### config.mk
export PLATFORM = sky130hd
export DESIGN_NAME = adc_conv_seq
export DESIGN_NICKNAME = d
export VERILOG_FILES = /design/src/rtl/adc_seq_pkg.sv /design/src/rtl/adc_seq_cnt.sv /design/src/rtl/adc_seq_wdog.sv /design/src/rtl/adc_conv_seq.sv
export SDC_FILE = /design/constraint.sdc
export NUM_CORES = 1
export LEC_CHECK = 0
export ABC_AREA = 1
export BUFFER_PORTS_ARGS = -buffer_cell sky130_fd_sc_hd__clkbuf_2
export CORE_MARGIN = 5
export CORE_UTILIZATION = 55
export DETAILED_ROUTE_END_ITERATION = 6
export PLACE_DENSITY = 0.74
export SETUP_SLACK_MARGIN = 0.02
export SLEW_MARGIN = 20
export SYNTH_ARGS = -nofsm -noshare
export SYNTH_HDL_FRONTEND = slang
export SYNTH_SLANG_ARGS = --single-unit
### constraint.sdc
create_clock -name clk -period 3.66 [get_ports clk]
set_input_delay 0.183 -clock clk [delete_from_list [all_inputs] [get_ports clk]]
set_output_delay 0.183 -clock clk [all_outputs]
set_load 0.02 [all_outputs]
### src/rtl/adc_seq_pkg.sv
package adc_seq_pkg;

    localparam int BYTE_BITS   = 8;
    localparam int FRAME_BYTES = 3;
    localparam int CMODE_W     = 5;
    localparam int RES_W       = 10;
    localparam int RES_LSB     = 5;
    localparam int RX_W        = RES_LSB + RES_W;

    typedef enum logic [1:0] {
        ST_IDLE = 2'd0,
        ST_LOW  = 2'd1,
        ST_HIGH = 2'd2,
        ST_GAP  = 2'd3
    } seq_st_e;

    function automatic logic [BYTE_BITS-1:0] ctrl_byte(input logic [CMODE_W-1:0] cm);
        return {1'b1, cm, 2'b11};
    endfunction

endpackage

### src/rtl/adc_seq_cnt.sv
module adc_seq_cnt #(
    parameter int W = 8
) (
    input  logic         clk,
    input  logic         rst_n,
    input  logic         en,
    input  logic [W-1:0] lim_m1,
    output logic         tick
);
    logic [W-1:0] cnt_d, cnt_q;

    always_comb begin
        tick  = en && (cnt_q == lim_m1);
        cnt_d = cnt_q;
        if (en) begin
            cnt_d = tick ? '0 : cnt_q + W'(1);
        end
    end

    always_ff @(posedge clk) begin
        if (!rst_n) cnt_q <= '0;
        else        cnt_q <= cnt_d;
    end
endmodule

### src/rtl/adc_seq_wdog.sv
module adc_seq_wdog #(
    parameter int LIMIT = 15000
) (
    input  logic clk,
    input  logic rst_n,
    input  logic clr,
    input  logic run,
    output logic flag
);
    localparam int TO_W = $clog2(LIMIT + 1);

    typedef struct packed {
        logic [TO_W-1:0] cnt;
        logic            flag;
    } wd_t;

    wd_t d, q;

    always_comb begin
        d = q;
        if (clr) begin
            d.cnt  = '0;
            d.flag = 1'b0;
        end else if (run) begin
            if (q.cnt == TO_W'(LIMIT)) d.flag = 1'b1;
            else                        d.cnt  = q.cnt + TO_W'(1);
        end
    end

    always_ff @(posedge clk) begin
        if (!rst_n) q <= '0;
        else        q <= d;
    end

    assign flag = q.flag;

    AST_TO_STICKY: assert property (@(posedge clk) disable iff (!rst_n)
        (q.flag && !clr) |=> q.flag);
    AST_TO_NEEDS_LIMIT: assert property (@(posedge clk) disable iff (!rst_n)
        $rose(q.flag) |-> (q.cnt == TO_W'(LIMIT)));
endmodule

### src/rtl/adc_conv_seq.sv
module adc_conv_seq
    import adc_seq_pkg::*;
#(
    parameter int DIV_W       = 10,
    parameter int GAP_W       = 8,
    parameter int TIMEOUT_CYC = 15000
) (
    input  logic             clk,
    input  logic             rst_n,
    input  logic             start,
    input  logic [4:0]       chan_mode,
    input  logic [DIV_W-1:0] half_div,
    input  logic [GAP_W-1:0] gap_len,
    input  logic             miso,
    output logic             sclk,
    output logic             mosi,
    output logic             cs_n,
    output logic             busy,
    output logic             done,
    output logic [9:0]       result,
    output logic             timeout
);
    localparam int BIT_W  = $clog2(BYTE_BITS);
    localparam int BYTE_W = $clog2(FRAME_BYTES);

    typedef struct packed {
        seq_st_e                st;
        logic                   cs_n;
        logic                   sclk;
        logic                   busy;
        logic                   done;
        logic [BYTE_BITS-1:0]   tx;
        logic [RX_W-1:0]        rx;
        logic [BIT_W-1:0]       bit_idx;
        logic [BYTE_W-1:0]      byte_idx;
        logic [DIV_W-1:0]       half_m1;
        logic [GAP_W-1:0]       gap;
        logic [RES_W-1:0]       result;
    } seq_t;

    seq_t d, q;
    logic half_tick, gap_tick, accept;

    adc_seq_cnt #(.W(DIV_W)) u_half (
        .clk    (clk),
        .rst_n  (rst_n),
        .en     (q.st == ST_LOW || q.st == ST_HIGH),
        .lim_m1 (q.half_m1),
        .tick   (half_tick)
    );

    adc_seq_cnt #(.W(GAP_W)) u_gap (
        .clk    (clk),
        .rst_n  (rst_n),
        .en     (q.st == ST_GAP),
        .lim_m1 (q.gap - GAP_W'(1)),
        .tick   (gap_tick)
    );

    assign accept = (q.st == ST_IDLE) && start;

    adc_seq_wdog #(.LIMIT(TIMEOUT_CYC)) u_wdog (
        .clk   (clk),
        .rst_n (rst_n),
        .clr   (accept),
        .run   (q.busy),
        .flag  (timeout)
    );

    always_comb begin
        d      = q;
        d.done = 1'b0;
        unique case (q.st)
            ST_IDLE: begin
                if (start) begin
                    d.st       = ST_LOW;
                    d.cs_n     = 1'b0;
                    d.busy     = 1'b1;
                    d.tx       = ctrl_byte(chan_mode);
                    d.bit_idx  = '0;
                    d.byte_idx = '0;
                    d.half_m1  = (half_div == '0) ? '0 : half_div - DIV_W'(1);
                    d.gap      = gap_len;
                end
            end
            ST_LOW: begin
                if (half_tick) begin
                    d.sclk = 1'b1;
                    d.rx   = {q.rx[RX_W-2:0], miso};
                    d.st   = ST_HIGH;
                end
            end
            ST_HIGH: begin
                if (half_tick) begin
                    d.sclk = 1'b0;
                    if (q.bit_idx == BIT_W'(BYTE_BITS - 1)) begin
                        d.bit_idx = '0;
                        d.tx      = '0;
                        if (q.byte_idx == BYTE_W'(FRAME_BYTES - 1)) begin
                            d.st     = ST_IDLE;
                            d.cs_n   = 1'b1;
                            d.busy   = 1'b0;
                            d.done   = 1'b1;
                            d.result = q.rx[RX_W-1:RES_LSB];
                        end else begin
                            d.byte_idx = q.byte_idx + BYTE_W'(1);
                            d.st       = (q.gap != '0) ? ST_GAP : ST_LOW;
                        end
                    end else begin
                        d.bit_idx = q.bit_idx + BIT_W'(1);
                        d.tx      = {q.tx[BYTE_BITS-2:0], 1'b0};
                        d.st      = ST_LOW;
                    end
                end
            end
            ST_GAP: begin
                if (gap_tick) d.st = ST_LOW;
            end
            default: d.st = ST_IDLE;
        endcase
    end

    always_ff @(posedge clk) begin
        if (!rst_n) begin
            q      <= '0;
            q.cs_n <= 1'b1;
        end else begin
            q <= d;
        end
    end

    assign sclk   = q.sclk;
    assign mosi   = q.tx[BYTE_BITS-1];
    assign cs_n   = q.cs_n;
    assign busy   = q.busy;
    assign done   = q.done;
    assign result = q.result;

    AST_SCLK_IDLE_LOW: assert property (@(posedge clk) disable iff (!rst_n)
        q.cs_n |-> !q.sclk);
    AST_MOSI_HELD_HIGH: assert property (@(posedge clk) disable iff (!rst_n)
        q.sclk |-> $stable(q.tx[BYTE_BITS-1]));
    AST_START_TAKEN: assert property (@(posedge clk) disable iff (!rst_n)
        accept |=> (!q.cs_n && q.busy));
    AST_DONE_ONE_CYCLE: assert property (@(posedge clk) disable iff (!rst_n)
        q.done |=> !q.done);
    AST_DONE_AT_RELEASE: assert property (@(posedge clk) disable iff (!rst_n)
        $rose(q.cs_n) |-> q.done);
    AST_GAP_QUIET: assert property (@(posedge clk) disable iff (!rst_n)
        (q.st == ST_GAP) |-> (!q.sclk && !q.cs_n));
    AST_BUSY_IGNORES_START: assert property (@(posedge clk) disable iff (!rst_n)
        (q.busy && !(q.st == ST_HIGH && half_tick)) |=> q.busy);
endmodule

==> impl_metrics.py <==
metrics = {
    "die": {
        "die_y_um": 104,
        "start_util_pct": 55.8,
        "io_pins": 43,
        "core_area_mm2": 0.00864,
        "die-area_mm2": 0.0107,
        "fp-row-count": 34,
        "die_w_um": 104,
    },
    "synthesis": {
        "syn_inst": 680,
        "synth_top_area_cell": "dfxtp_1",
        "syn-num-nets": 721,
        "yosys_warnings": 0,
        "ys_ff_latch": 95,
        "synthSimpleGateAreaFrac_pct": 31.3,
        "synthTopCellsByArea": "dfxtp_1 40%, nand2_1 13%, nand3_1 6.8%",
        "ys_seq_area_share_pct": 39.5,
        "synth_xor_area_share_pct": 4.91,
        "synth.distinct_cells": 39,
        "synth_compound_area_share_pct": 11.0,
        "synthAdderAreaFrac_pct": 3.64,
        "avgSynthCellArea_um2": 7.08,
        "synth_area_mm2": 0.00481,
        "synth_top_family_by_area": "simple AND/OR/NAND/NOR gates",
        "muxShareOfSynthArea_pct": 0,
        "yosys.area.top_type_share_pct": 39.5,
    },
    "placement": {
        "io_buffers": 42,
        "place.gp.congestion": 0.825,
        "hpwlAfterDp_um": 7430,
    },
    "power_and_ir_drop": {
        "ir_drop_mv": 0.248,
        "combPwrFrac_pct": 33.2,
        "p_leak_nw": 2.13,
        "p_sw_mw": 1.15,
        "intPower_mw": 1.71,
        "p_per_area_mw_per_mm2": 554,
        "seqPwrFrac_pct": 43.6,
        "swShare_pct": 40.1,
        "pwr-share-clk_pct": 23.3,
    },
    "global_route": {
        "grtUsageTotal_pct": 18.8,
        "grt_max_degree": 35,
        "overflow": 0,
        "antenna_found_initial": 0,
        "first_global_vias": 3911,
        "grt_pass1_wl_um": 17400,
    },
    "run": {
        "drv_cap": 0,
    },
    "finish": {
        "insertedDiodeCount": 0,
        "final_nets": 744,
        "area_growth_pct": 6.99,
        "utilization_pct": 59.6,
        "drive_gt1_share_pct": 11.0,
        "fillers": 804,
    },
    "detailed_routing": {
        "wl_um": 10200,
        "drcViolationCount": 0,
        "wire_per_inst_um": 12.5,
        "dr_total_vias": 4239,
        "firstDrtPassIters": 5,
        "dr.first_iter.drc_count": 207,
        "antenna_left": 0,
        "drt-vias-per-instance": 5.19,
    },
    "outcome": {
        "status": "completed",
    },
    "timing": {
        "fin_crit_ns": 2.22,
        "period_share_pct": 60.7,
        "maxSlewViolCount": 0,
        "tns_ns": 0,
        "rsz0062_at_grt": "false",
        "setup_viol": 0,
        "tightest_slew_ns": 0.923,
        "clock.fmax_mhz": 450,
        "finalHoldViolations": 0,
        "finClkSkew_ns": 0.0127,
        "slew_headroom_pct": 38.1,
    },
    "critical_path": {
        "arrival_ns": 2.48,
        "startpoint_type": "register",
        "path_class": "register to register",
        "end_kind": "register",
        "cp.required_ns": 3.92,
        "reg2reg_depth": 5,
        "cp_max_fo": 23,
    },
    "clock_tree": {
        "cts_buffer_depth": 2,
        "clock-sinks": 95,
        "cts_resized": 0,
        "clk_latency_ns": 0.36,
        "cts-htree-levels": 3,
        "hold_buffers": 0,
        "clk_pin_slew_worst_paths_ns": 0.10,
        "cts-root-buf": "clkbuf_8",
        "cts_setup_buffers": 0,
        "cts_tree": "built",
        "numCtsBuffers": 9,
    },
    "worst_hold_path": {
        "min_path_cells": 2,
        "holdCritPathClass": "input pin to register",
    },
}
==> metrics by stage <==
stage | hold WS, ns | area, um2 | power [mW] | setup WS, ns | instances
2_1_floorplan | 0.292 | 4810 | 2.02 | 1.88 | 680
3_3_place_gp | 0.434 | 4960 | 2.17 | 1.58 | 800
3_5_place_dp | 0.445 | 4960 | 2.21 | 1.47 | 800
4_1_cts | 0.0442 | 5150 | 2.87 | 1.44 | 816
5_1_grt | 0.0560 | 5150 | 3.06 | 1.18 | 816
6_report | 0.0568 | 5150 | 2.86 | 1.44 | 816
==> layout make-up <==
class	count	area (um2)	area share [%]
tap	108	135	2.62
sequential	95	1900	36.9
multi-input combinational	484	2450	47.6
clock buffer	9	124	2.40
timing repair buffer	42	210	4.08
inverter	71	268	5.20
clock inverter	7	62.6	1.21
==> kinds of logic after synthesis <==
logic type	after synthesis
simple gates	344
fa+ha+maj	14
xor+xnor	27
flops	95
buf+inv	101
compound gates	99
==> Yosys cell counts (all sizes together) <==
cell    instances
a211oi          2
a21oi          61
a31o            1
a31oi           1
buf            17
clkbuf         13
clkinv          4
dfxtp          95
ha             14
inv            67
nand2         167
nand3          66
nand3b          6
nand4           9
nor2           75
nor3           15
nor3b           4
o211ai          2
o21ai          24
o22ai           7
o32ai           1
or2             2
xnor2           6
xor2           21
==> metal layers <==
layer	vias to the layer above	share of wire, %	global-route usage (%)
li1	2245	-	-
met1	1904	47	24.7
met2	76	48	31.4
met3	14	3.5	2.99
met4	0	1.3	6.00
met5	-	0	0
==> flip-flops by register name, indices dropped and copies added (netlist names) <==
register	count
u_wdog.q	14
sclk	1
busy	1
u_wdog.flag	1
result	10
u_half.cnt_q	10
done	1
u_gap.cnt_q	8
cs_n	1
q	47
mosi	1
==> worst max-delay path, stage by stage (launching register included) <==
cell and delay [ns]:
dfxtp_1 0.40, inv_1 0.08, ha_1 0.21, nand2_1 0.38, nand2_1 0.63, o22ai_1 0.41
==> worst paths after layout <==
kind	startpoint	to	slack, ns
worst max-delay path	q[60]	q[24]	1.44
worst min-delay path	half_div[0]	q[18]	0.06
worst max register to register	q[60]	q[24]	1.44
worst min register to register	u_wdog.flag	u_wdog.flag	0.46
==> placed cells by master (no fill, tap or decap), drive strengths merged, types with 3 or more instances in the layout <==
cell type	count
nand2	167
dfxtp	95
nor2	75
inv	71
nand3	66
a21oi	61
clkbuf	51
o21ai	24
xor2	21
nor3	15
ha	14
nand4	9
o22ai	7
nand3b	6
xnor2	6
nor3b	4
clkinv	4
clkinvlp	3
==> power by group through the flow <==
| stage | registers [mW] | clock network (mW) | logic, mW |
|---|---|---|---|
| 2_1_floorplan | 1.26 | 0 | 0.762 |
| 3_3_place_gp | 1.26 | 0 | 0.913 |
| 3_5_place_dp | 1.26 | 0 | 0.941 |
| 4_1_cts | 1.24 | 0.683 | 0.946 |
| 5_1_grt | 1.26 | 0.728 | 1.07 |
| 6_report | 1.24 | 0.665 | 0.947 |
Note: power is estimated with default switching activity, not from simulation.
